[config.mk]
export PLATFORM = sky130hd
export DESIGN_NAME = bju_next_pc
export DESIGN_NICKNAME = d
export VERILOG_FILES = /design/src/rtl/bju_pkg.sv /design/src/rtl/bju_cond_eval.sv /design/src/rtl/bju_target_calc.sv /design/src/rtl/bju_pc_reg.sv /design/src/rtl/bju_next_pc.sv
export SDC_FILE = /design/constraint.sdc
export NUM_CORES = 1
export LEC_CHECK = 0
export CAP_MARGIN = 20
export CORE_AREA = 2 2 144 146
export DETAILED_ROUTE_END_ITERATION = 10
export DIE_AREA = 0 0 146 148
export DONT_BUFFER_PORTS = 1
export GPL_ROUTABILITY_DRIVEN = 0
export REMOVE_ABC_BUFFERS = 1
export SLEW_MARGIN = 15
export SYNTH_ARGS = -nofsm -noshare
export SYNTH_HDL_FRONTEND = slang
export SYNTH_SLANG_ARGS = --single-unit
[constraint.sdc]
create_clock -name clk -period 3.6 [get_ports clk]
set_input_delay 0.36 -clock clk [delete_from_list [all_inputs] [get_ports clk]]
set_output_delay 0.36 -clock clk [all_outputs]
set_load 0.005 [all_outputs]
[src/rtl/bju_pkg.sv]
package bju_pkg;

   typedef enum logic [1:0] {
      OPC_NONE   = 2'd0,
      OPC_COND   = 2'd1,
      OPC_UNCOND = 2'd2,
      OPC_JUMP   = 2'd3
   } bju_opc_e;

   // bit 2 of a condition code inverts the base test selected by bits [1:0]
   typedef enum logic [2:0] {
      CC_BIT_CLR = 3'd0,
      CC_EQZ     = 3'd1,
      CC_LTZ     = 3'd2,
      CC_LEZ     = 3'd3,
      CC_BIT_SET = 3'd4,
      CC_NEZ     = 3'd5,
      CC_GEZ     = 3'd6,
      CC_GTZ     = 3'd7
   } bju_cc_e;

   localparam int INSTR_BYTES = 4;

endpackage

[src/rtl/bju_cond_eval.sv]
module bju_cond_eval
   import bju_pkg::*;
#(
   parameter int XLEN      = 64,
   parameter bit ZERO_TREE = 1'b1,
   parameter int ZT_CHUNK  = 8
) (
   input  logic [XLEN-1:0] val,
   input  logic [2:0]      cc,
   output logic            hit
);

   localparam int NCHUNK = (XLEN + ZT_CHUNK - 1) / ZT_CHUNK;

   logic is_zero;
   logic is_neg;
   logic base;

   generate
      if (ZERO_TREE) begin : g_tree
         logic [NCHUNK-1:0] part_any;
         for (genvar g = 0; g < NCHUNK; g++) begin : g_chunk
            if ((g + 1) * ZT_CHUNK <= XLEN) begin : g_full
               assign part_any[g] = |val[g*ZT_CHUNK +: ZT_CHUNK];
            end else begin : g_tail
               assign part_any[g] = |val[XLEN-1:g*ZT_CHUNK];
            end
         end
         assign is_zero = ~|part_any;
      end else begin : g_flat
         assign is_zero = ~|val;
      end
   endgenerate

   assign is_neg = val[XLEN-1];

   always_comb begin
      unique case (cc[1:0])
         2'd0:    base = ~val[0];
         2'd1:    base = is_zero;
         2'd2:    base = is_neg;
         default: base = is_neg | is_zero;
      endcase
   end

   assign hit = base ^ cc[2];

endmodule

[src/rtl/bju_target_calc.sv]
module bju_target_calc #(
   parameter int XLEN         = 64,
   parameter int DISP_W       = 21,
   parameter bit PARALLEL_ADD = 1'b1
) (
   input  logic [XLEN-1:0]   pc,
   input  logic [DISP_W-1:0] disp,
   input  logic [XLEN-1:0]   jump_val,
   output logic [XLEN-1:0]   pc_seq,
   output logic [XLEN-1:0]   br_tgt,
   output logic [XLEN-1:0]   jmp_tgt
);

   localparam int               EXT_W = XLEN - DISP_W - 2;
   localparam logic [XLEN-1:0] STEP  = XLEN'(bju_pkg::INSTR_BYTES);

   logic [XLEN-1:0] off;
   logic            jv_unused;

   assign off    = {{EXT_W{disp[DISP_W-1]}}, disp, 2'b00};
   assign pc_seq = pc + STEP;

   generate
      if (PARALLEL_ADD) begin : g_par
         // three-operand sum, independent of the pc_seq adder
         assign br_tgt = pc + off + STEP;
      end else begin : g_ser
         assign br_tgt = pc_seq + off;
      end
   endgenerate

   assign jmp_tgt   = {jump_val[XLEN-1:2], 2'b00};
   assign jv_unused = ^jump_val[1:0];

endmodule

[src/rtl/bju_pc_reg.sv]
module bju_pc_reg #(
   parameter int              XLEN      = 64,
   parameter logic [XLEN-1:0] RESET_VEC = '0
) (
   input  logic            clk,
   input  logic            rst_n,
   input  logic            load,
   input  logic [XLEN-1:0] d,
   output logic [XLEN-1:0] q
);

   always_ff @(posedge clk or negedge rst_n) begin
      if (!rst_n) begin
         q <= RESET_VEC;
      end else if (load) begin
         q <= d;
      end
   end

endmodule

[src/rtl/bju_next_pc.sv]
module bju_next_pc
   import bju_pkg::*;
#(
   parameter int              XLEN         = 64,
   parameter int              DISP_W       = 21,
   parameter int              HINT_W       = 14,
   parameter int              RIDX_W       = 5,
   parameter int              ZERO_IDX     = 31,
   parameter logic [XLEN-1:0] RESET_VEC    = 64'h0000_0000_2000_0000,
   parameter bit              PARALLEL_ADD = 1'b1,
   parameter bit              ZERO_TREE    = 1'b1,
   parameter int              ZT_CHUNK     = 8
) (
   input  logic              clk,
   input  logic              rst_n,
   input  logic              instr_valid,
   input  logic [1:0]        op_class,
   input  logic [2:0]        cond_sel,
   input  logic [DISP_W-1:0] disp,
   input  logic [XLEN-1:0]   test_val,
   input  logic [XLEN-1:0]   jump_val,
   input  logic [RIDX_W-1:0] link_idx,
   input  logic [HINT_W-1:0] hint,
   output logic [XLEN-1:0]   pc,
   output logic [XLEN-1:0]   next_pc,
   output logic              taken,
   output logic [XLEN-1:0]   link_val,
   output logic              link_we
);

   localparam logic [RIDX_W-1:0] ZERO_REG = RIDX_W'(ZERO_IDX);

   generate
      if (XLEN <= DISP_W + 2) begin : g_bad_xlen
         $error("XLEN must exceed DISP_W + 2");
      end
      if (RESET_VEC[1:0] != 2'b00) begin : g_bad_vec
         $error("RESET_VEC must be word aligned");
      end
      if (ZT_CHUNK < 1 || ZT_CHUNK > XLEN) begin : g_bad_chunk
         $error("ZT_CHUNK out of range");
      end
      if (ZERO_IDX < 0 || ZERO_IDX >= (1 << RIDX_W)) begin : g_bad_zidx
         $error("ZERO_IDX does not fit RIDX_W");
      end
   endgenerate

   bju_opc_e        opc;
   logic            cond_hit;
   logic            is_link_op;
   logic            take_raw;
   logic [XLEN-1:0] pc_seq;
   logic [XLEN-1:0] br_tgt;
   logic [XLEN-1:0] jmp_tgt;
   logic            hint_unused;

   assign opc         = bju_opc_e'(op_class);
   assign hint_unused = ^hint;

   bju_cond_eval #(
      .XLEN      (XLEN),
      .ZERO_TREE (ZERO_TREE),
      .ZT_CHUNK  (ZT_CHUNK)
   ) u_cond (
      .val (test_val),
      .cc  (cond_sel),
      .hit (cond_hit)
   );

   bju_target_calc #(
      .XLEN         (XLEN),
      .DISP_W       (DISP_W),
      .PARALLEL_ADD (PARALLEL_ADD)
   ) u_tgt (
      .pc       (pc),
      .disp     (disp),
      .jump_val (jump_val),
      .pc_seq   (pc_seq),
      .br_tgt   (br_tgt),
      .jmp_tgt  (jmp_tgt)
   );

   always_comb begin
      unique case (opc)
         OPC_COND:   take_raw = cond_hit;
         OPC_UNCOND: take_raw = 1'b1;
         OPC_JUMP:   take_raw = 1'b1;
         default:    take_raw = 1'b0;
      endcase
   end

   assign is_link_op = (opc == OPC_UNCOND) || (opc == OPC_JUMP);
   assign taken      = instr_valid & take_raw;
   assign link_we    = instr_valid & is_link_op & (link_idx != ZERO_REG);
   assign link_val   = pc_seq;

   always_comb begin
      if (!taken) begin
         next_pc = pc_seq;
      end else if (opc == OPC_JUMP) begin
         next_pc = jmp_tgt;
      end else begin
         next_pc = br_tgt;
      end
   end

   bju_pc_reg #(
      .XLEN      (XLEN),
      .RESET_VEC (RESET_VEC)
   ) u_pc (
      .clk   (clk),
      .rst_n (rst_n),
      .load  (instr_valid),
      .d     (next_pc),
      .q     (pc)
   );

endmodule

==> key figures, run 1 <==
Placed design
  – Pre-CTS setup slack: -0.305 ns
  – Port Buffer Count: 0
  – HPWL Detailed: between 20 and 30 mm
  – Dpl cells: roughly 1600
  – Post-DP Area: ~11000 um^2

Synthesis
  – Syn Std Cell Area: roughly 9400 um^2
  – Asr flop ratio synth: between 90% and 100%
  – Cells after Synth: 1248
  – Sequential fraction of the synthesis area: between 15 and 20%
  – Synth area leader: dfrtp_1
  – Ys Warns: 0
  – Yosys reg bits: 64
  – Area contributors post-synth: dfrtp_1, ha_1, xnor2_1
  – Most frequent cell after synthesis: nand2_1
  – Post-synth top area share: roughly 17%
  – Mean Syn Cell Area: approximately 7.5 um^2
  – Main synth FF type: dfrtp_1
  – Library cells used by synthesis: 77
  – Number of flops mapped to enable cells by yosys: 0
  – List of most frequent post-synthesis cells: nand2_1, nor2_1, a21oi_1

Clock tree
  – CTS buffer count: 9
  – Clk buf depth: 2
  – Clk slew on worst S/H paths: ~0.070 ns
  – Number of H-tree levels: 3
  – CTS tree: done
  – Skew-Pair Late Insertion Delay: about 0.36 ns
  – Sink Count: 64
  – Root buffer cell: clkbuf_16

STA
  – Final WS setup: -0.449 ns
  – Slew at the pin with the worst max-slew slack: a little under 0.8 ns
  – Slew Limit Fails: 0
  – FMAX: 247 MHz
  – Final Setup Violations: 47
  – Post-layout min period: 4.05 ns
  – RSZ-0062 raised after global routing: true
  – Final TNS setup: -10.17 ns
  – Clk_skew: ~0.0097 ns
  – Final cycle utilization of the critical path: 112%
  – Final hold violation count: 0
  – Relative slew margins: ~48%
  – Worst Hold Slack: roughly 0.12 ns

Routing
  – Drt pass-1 iters: 5
  – WL/cell: between 20 and 25 um
  – Vias: 10500
  – DRC Markers: 0
  – DR vias/cell: 6.19
  – Antenna-violating nets left: 0
  – Drt initial violations: 726
  – Final WL: roughly 37 mm

Floorplanning
  – Core area: approximately 20000 um^2
  – Die area: between 20000 and 25000 um^2
  – Ports: 370
  – Initial Util: 46.9%
  – Chip width: 146 um
  – Num rows: 52
  – Die height: 148 um

Global route
  – Largest net degree at the start of global routing: 74
  – All-Layer GR Usage: roughly a third
  – First-pass GRT wire length: between 50 and 60 mm
  – Vias in the first global route: between 10000 and 15000
  – Global route total overflow: 0
  – Initial antenna violation count: 3

Worst setup path
  – Critical Path Fanout Max: 2
  – CP Capture Type: output port
  – Worst endpoint required time: 3.24 ns
  – Crit Path Category: reg -> out
  – CP startpoint kind: flip-flop
  – Critical Path AT: roughly 3.7 ns

Final layout
  – Final Cell Area: roughly 13000 um^2
  – Final core utilization: 63.6%
  – Reg with most FFs: u_pc.q
  – Biggest regs: u_pc.q x64
  – Area grow syn2layout: 35.7%
  – NumNets Final: 1726
  – Final cell count without fillers: ~1700
  – Max FFs per register: 64
  – Layout cell share with drive strength beyond 1: 33.2%

Pwr
  – P_sw: ~7.1 mW
  – LEAKAGE: between 5 and 6 nW
  – Power Internal: about 7.0 mW
  – Sw frac: between 50% and 60%
  – Post-layout power: between 10 and 15 mW
  – Clock power frac: about 6.5%
  – Gate power share: 83.4%
  – Reg power frac: about a tenth
  – Cell Pwr Density: between 1000 and 1500 nW/um^2
  – Max VDD drop: around 0.00053 V

Outcome
  – Failing checks: negative setup slack
  – Outcome: finished, violations left

Min path
  – Worst hold-check path type: in -> reg

Job
  – Max-cap violations: 0
## routing by layer
layer,track usage (%),routed length (um)
met5,0,23
met4,11.8,1020
met3,10.4,3750
met2,51.5,16800
met1,41.7,15300
## layout by cell type, fill, tap and decap left out, drive strengths merged, types with 3 or more instances in the layout
master	instances
ha	122
xnor2	78
nor3	26
xor2	38
nand4	25
a41oi	3
nor2	142
buf	227
o21a	9
nor4	20
and4	4
a211o	4
nand2b	6
or2	3
nand2	148
o22ai	9
a21boi	6
a211oi	11
o21bai	19
a21oi	129
or3	9
a21o	27
mux2	49
o31ai	3
o21ai	67
and2	7
clkinv	4
inv	26
dfrtp	63
nand3	49
and3	20
a221oi	4
clkbuf	10
o211ai	8
mux2i	3
a31oi	21
## path summary, 6_finish.rpt
| path | start | endpoint | slack [ns] | cells past startpoint |
|---|---|---|---|---|
| max in group asynchronous | rst_n | u_pc.q[50]$_DFFE_PN0P_ | 2.72 | 2 |
| min | instr_valid | u_pc.q[41]$_DFFE_PN0P_ | 0.12 | 1 |
| min reg2reg | u_pc.q[1]$_DFFE_PN0P_ | u_pc.q[1]$_DFFE_PN0P_ | 0.59 | 1 |
| max | u_pc.q[3]$_DFFE_PN0P_ | next_pc[61] | -0.45 | 15 |
| max reg2reg | u_pc.q[3]$_DFFE_PN0P_ | u_pc.q[47]$_DFFE_PN0P_ | -0.01 | 16 |
| min in group asynchronous | rst_n | u_pc.q[36]$_DFFE_PN0P_ | 0.55 | 2 |
## cell families after synthesis
family	Yosys count	synth area share, %
simple gates	468	23.4
fa+ha+maj	123	16.5
compound gates	338	22.2
xor+xnor	116	10.8
buf+inv	87	3.86
mux	52	6.19
flops	64	17.1
## repair_timing
| item | 4_1_cts | 5_1_grt |
|---|---|---|
| gates resized for setup | 154 | 88 |
| pin swaps | 113 | 70 |
| hold buffers | 2 | 0 |
| setup buffers | 33 | 26 |
| endpoints found under the setup margin | 66 | 75 |
| cloned | 0 | 0 |
| hold endpoints to repair | 64 | 0 |
## cell type report
| class | count | area, um^2 |
|---|---|---|
| diodes | 1 | 2.50 |
| clock buffers | 10 | 229 |
| clock inverters | 6 | 60.1 |
| fillers | 1781 | 7290 |
| inverters | 27 | 103 |
| multi-input cells | 1097 | 8540 |
| flip-flops and latches | 64 | 1600 |
| well taps | 270 | 338 |
| repair buffers | 228 | 1880 |
## power by group through the flow
stage	clock, mW	combinational [mW]	sequential [mW]
finish	0.918	11.7	1.42
global route	0.968	12.7	1.46
CTS	0.929	10.8	1.41
detailed placement	0	9.51	1.41
global placement	0	9.44	1.41
floorplan	0	5.90	1.61
## critical path: stages, from the launching register on
cell and delay (ns):
dfrtp_1 0.41, ha_4 0.23, ha_4 0.16, fa_2 0.34, a21o_1 0.19, a221oi_2 0.22, buf_4 0.16, o22ai_4 0.06
a21o_1 0.24, a22oi_2 0.17, a211oi_2 0.12, a32o_2 0.27, a221oi_4 0.31, mux2i_1 0.20, and3_1 0.19, nor2_2 0.06
No activity file was read; power rests on OpenSTA's default activity.
==> run 2: changes to the inputs <==
- SKIP_CTS_REPAIR_TIMING: default -> 1
==> key figures, run 2 (synthesis results as in run 1) <==
Routing
  – Drt pass-1 iters: 5
  – Antenna-violating nets left: 0
  – Drt initial violations: approximately 900
  – DRC Markers: 0
  – Final WL: about 37 mm
  – WL/cell: between 20 and 25 um
  – Vias: 10400
  – DR vias/cell: 6.15

Placed design
  – Pre-CTS setup slack: -0.305 ns
  – Port Buffer Count: 0
  – HPWL Detailed: 27.8 mm
  – Post-DP Area: 10900 um^2

Pwr
  – Power Internal: just under 7 mW
  – Gate power share: about 83%
  – P_sw: 7.05 mW
  – Max VDD drop: 0.000514 V
  – Sw frac: 50.5%
  – Post-layout power: approximately 14 mW
  – LEAKAGE: approximately 5.4 nW
  – Cell Pwr Density: ~1100 nW/um^2
  – Clock power frac: 6.6%
  – Reg power frac: slightly above 10%

STA
  – Final TNS setup: -9.18 ns
  – Final Setup Violations: 42
  – FMAX: roughly 240 MHz
  – Final WS setup: -0.559 ns
  – Final cycle utilization of the critical path: 116%
  – Final hold violation count: 0
  – RSZ-0062 raised after global routing: true
  – Post-layout min period: about 4.2 ns
  – Slew at the pin with the worst max-slew slack: 0.770 ns
  – Slew Limit Fails: 0
  – Clk_skew: approximately 0.011 ns
  – Relative slew margins: about half

Clock tree
  – CTS tree: done
  – Root buffer cell: clkbuf_16
  – Skew-Pair Late Insertion Delay: approximately 0.36 ns
  – Sink Count: between 60 and 70
  – Number of H-tree levels: 3
  – CTS buffer count: 9
  – Clk slew on worst S/H paths: about 0.060 ns
  – Clk buf depth: 2

Min path
  – Worst hold-check path type: in -> reg

Worst setup path
  – CP Capture Type: output port
  – Crit Path Category: reg -> out
  – Critical Path Fanout Max: 3
  – Worst endpoint required time: roughly 3.2 ns
  – Critical Path AT: between 3 and 4 ns
  – CP startpoint kind: flip-flop

Final layout
  – Max FFs per register: 64
  – NumNets Final: 1715
  – Final Cell Area: about 13000 um^2
  – Leading cell type in the layout, fill and taps excluded: buf_4
  – Reg with most FFs: u_pc.q
  – Layout cell share with drive strength beyond 1: around 33%
  – Final core utilization: ~63%
  – Area grow syn2layout: 34.8%
  – Most frequent cells in the layout: buf_4, nand2_1, nor2_1, ha_1, a21oi_1
  – # fillers: around 1800
  – Biggest regs: u_pc.q x64

Floorplanning
  – Ports: 370
  – Die area: about 22000 um^2
  – Initial Util: 46.9%
  – Core area: 20000 um^2
  – Chip width: about 150 um
  – Die height: 148 um
  – Num rows: 52

Global route
  – Global route total overflow: 0
  – First-pass GRT wire length: approximately 54 mm
  – All-Layer GR Usage: 31.4%
  – Initial antenna violation count: 2
  – Largest net degree at the start of global routing: between 70 and 80
  – Vias in the first global route: approximately 9700

Outcome
  – Outcome: finished, violations left
  – Failing checks: negative setup slack

Job
  – Max-cap violations: 0
-- run 2: worst max-delay path: stages, from the launching register on --
cell      delay (ns)
dfrtp_1         0.41
ha_4            0.23
ha_4            0.16
fa_2            0.39
a21o_1          0.20
a221oi_2        0.22
buf_4           0.17
o22ai_4         0.06
a21o_1          0.22
a22oi_2         0.21
a211oi_2        0.12
a32o_2          0.28
a221oi_4        0.31
mux2i_1         0.20
and3_1          0.19
nor2_2          0.06
-- run 2: path summary, 6_finish.rpt --
| kind | startpoint | to | slack, ns | depth (start not counted) |
|---|---|---|---|---|
| min in group asynchronous | rst_n | u_pc.q[36]$_DFFE_PN0P_ | 0.55 | 2 |
| max in group asynchronous | rst_n | u_pc.q[29]$_DFFE_PN1P_ | 2.73 | 2 |
| setup reg to reg | u_pc.q[3]$_DFFE_PN0P_ | u_pc.q[47]$_DFFE_PN0P_ | -0.10 | 16 |
| hold / removal | instr_valid | u_pc.q[41]$_DFFE_PN0P_ | 0.13 | 1 |
| setup / recovery | u_pc.q[3]$_DFFE_PN0P_ | next_pc[61] | -0.56 | 15 |
| hold reg to reg | u_pc.q[1]$_DFFE_PN0P_ | u_pc.q[1]$_DFFE_PN0P_ | 0.59 | 1 |
-- run 2: through the flow --
step / hold WS (ns) / std cells
floorplan: 0.0644 / 1188
detailed placement: 0.0689 / 1641
global placement: 0.0682 / 1641
finish: 0.126 / 1692
CTS: -0.303 / 1657
global route: 0.102 / 1691
-- run 2: layout make-up --
class                      count  area, um^2  share of cell area [%]
clock inverter                 6        60.1                   0.474
clock buffer                  10         229                    1.81
tap                          270         338                    2.67
timing repair buffer         217        1760                    13.9
sequential                    64        1600                    12.7
antenna                        1        2.50                  0.0198
multi-input combinational   1097        8570                    67.7
inverter                      27         103                   0.810
-- run 2: power by group through the flow --
stage               logic, mW  clock network, mW  registers (mW)
floorplan                5.90                  0            1.61
global placement         9.44                  0            1.41
detailed placement       9.51                  0            1.41
CTS                      9.58              0.929            1.40
global route             12.6              0.969            1.47
finish                   11.6              0.919            1.43
-- run 2: metal layers --
metal  vias to the layer above  global-route usage, %  routed length [um]
met5                         -                      0                  20
met4                         4                   11.1                1040
met3                        64                   9.48                3430
met2                       504                   48.2               16600
met1                      4959                   41.8               15600
li1                       4877                      -                   -
==> run 3: changes to the inputs <==
- SETUP_SLACK_MARGIN: default -> 0.4
==> key figures, run 3 (synthesis results as in run 1) <==
Min path
  – Hold wc startpoint: instr_valid
  – WHS Endpoint: u_pc.q[41]$_DFFE_PN0P_
  – Hold depth: 1
  – Worst hold-check path type: in -> reg

Job
  – Max-cap violations: 0

Final layout
  – Most frequent cells in the layout: buf_4, nand2_1, nor2_1, ha_1, a21oi_1
  – # fillers: approximately 1700
  – Antenna diode instance count: 0
  – Biggest regs: u_pc.q x64
  – Leading cell type in the layout, fill and taps excluded: buf_4
  – Max FFs per register: 64
  – Final cell count without fillers: around 1700
  – Layout cell share with drive strength beyond 1: 37.2%
  – NumNets Final: 1738
  – Seq. cell area: ~1600 um^2
  – Reg with most FFs: u_pc.q
  – Final core utilization: between 60% and 70%
  – Multi-input gate area: 8950 um^2
  – Area grow syn2layout: 41.7%
  – Final Cell Area: about 13000 um^2

Routing
  – Drt initial violations: about 880
  – WL/cell: between 20 and 25 um
  – DRC Markers: 0
  – Drt pass-1 iters: 5
  – Antenna-violating nets left: 0
  – Final WL: between 30 and 40 mm
  – DR vias/cell: between 6 and 7
  – Vias: 10600

Pwr
  – Cell Pwr Density: 1110 nW/um^2
  – Max VDD drop: approximately 0.00054 V
  – LEAKAGE: about 5.8 nW

Clock tree
  – Sink Count: 64
  – CTS buffer count: 9
  – Clk buf depth: 2
  – Clk slew on worst S/H paths: about 0.070 ns
  – Root buffer cell: clkbuf_16
  – Number of H-tree levels: 3
  – Skew-Pair Late Insertion Delay: approximately 0.36 ns
  – CTS tree: done

STA
  – Final Setup Violations: 47
  – Slew at the pin with the worst max-slew slack: ~0.77 ns
  – Final cycle utilization of the critical path: 116%
  – Final hold violation count: 0
  – Post-layout min period: 4.18 ns
  – FMAX: ~240 MHz
  – Relative slew margins: about half
  – RSZ-0062 raised after global routing: true
  – Slew Limit Fails: 0
  – Clk_skew: roughly 0.014 ns
  – Final WS setup: -0.580 ns

Global route
  – Vias in the first global route: 9690
  – Largest net degree at the start of global routing: 74
  – First-pass GRT wire length: 53.6 mm
  – Initial antenna violation count: 2
  – Global route total overflow: 0
  – All-Layer GR Usage: around a third

Floorplanning
  – Die area: around 22000 um^2
  – Die height: ~150 um
  – Ports: 370
  – Chip width: around 150 um
  – Num rows: 52
  – Core area: approximately 20000 um^2
  – Initial Util: 46.9%

Outcome
  – Failing checks: negative setup slack
  – Outcome: finished, violations left

Placed design
  – Port Buffer Count: 0
  – Dpl cells: ~1600
  – HPWL Detailed: 27.8 mm
  – Post-DP Area: between 10000 and 15000 um^2
  – Pre-CTS setup slack: -0.305 ns

Worst setup path
  – CP startpoint kind: flip-flop
  – Critical Path Fanout Max: 3
  – Worst Reg-to-Reg Cells: 16
  – Crit Path Category: reg -> out
  – Crit-path slowest cell: dfrtp_1
  – CP Capture Type: output port
  – Crit-path leading delay family: compound AO/OA/AOI/OAI gates
  – R2R Path End: u_pc.q[47]$_DFFE_PN0P_
  – CP bufs+invs: 1
  – Worst-path cell chain: ha_4 -> ha_4 -> fa_2 -> a21o_1 -> a221oi_2 -> buf_4 -> o22ai_4 -> a21o_1 -> a22oi_2 -> a211oi_2 -> a32o_2 -> a221oi_4 -> mux2i_1 -> and3_1 -> nor2_2
  – R2R Setup Slk: -0.08 ns
  – Critical Path AT: between 3 and 4 ns
  – Worst endpoint required time: between 3 and 4 ns
  – CP peak stage delay: 0.41 ns
  – R2r startpoint: u_pc.q[3]$_DFFE_PN0P_
## run 3: cell types whose count changed in the layout (fill, tap and decap cells not counted), sizes merged
| cell | delta |
|---|---|
| buf | +23 |
| diode | -1 |
## run 3: worst register-to-register path, stage by stage (launching register included)
cell,delay [ns]
dfrtp_1,0.41
ha_4,0.23
ha_4,0.16
fa_2,0.39
a21o_1,0.20
a221oi_2,0.22
buf_4,0.17
o22ai_4,0.07
buf_6,0.12
buf_6,0.11
o221a_4,0.23
nor3_4,0.27
o31a_1,0.22
xor2_1,0.20
o211ai_1,0.10
o21a_1,0.17
mux2_4,0.27
## run 3: stage by stage
stage | hold WS [ns] | setup TNS (ns) | power, mW
after detailed placement | 0.0689 | -4.60 | 10.9
after floorplan | 0.0644 | -95.22 | 7.50
after CTS | -0.303 | -20.69 | 11.9
after global routing | 0.101 | -17.57 | 15.8
final | 0.118 | -11.55 | 14.8
after global placement | 0.0682 | -3.41 | 10.8
## run 3: power by group
part / total [mW] / switching, mW / internal [mW]
registers: 1.44 / 0.368 / 1.07
clock network: 0.924 / 0.391 / 0.533
logic: 12.4 / 6.65 / 5.78
## run 3: worst max path at each step
stage	slack, ns	end	start	depth (start not counted)
after floorplan	-1.02	next_pc[52]	test_val[20]	11
after global placement	-0.27	next_pc[61]	disp[1]	15
after detailed placement	-0.30	next_pc[61]	u_pc.q[3]$_DFFE_PN0P_	15
after CTS	-0.70	next_pc[61]	u_pc.q[3]$_DFFE_PN0P_	15
after global routing	-0.70	next_pc[61]	u_pc.q[3]$_DFFE_PN0P_	15
final	-0.58	next_pc[61]	u_pc.q[3]$_DFFE_PN0P_	15
## run 3: cell type report
type	instances	area share (%)
Multi-Input combinational cell	1097	67.2
Timing Repair Buffer	240	15.3
Sequential cell	64	12.0
Tap cell	270	2.54
Clock buffer	10	1.72
Inverter	27	0.770
Clock inverter	6	0.451
## run 3: layer usage
layer  vias to the layer above  global-route usage [%]  routed length (um)
met3                        76                    9.48                3560
met2                       508                    48.2               17300
met4                         4                    11.1                1200
met5                         -                       0                  27
li1                       4921                       -                   -
met1                      5110                    41.8               15800
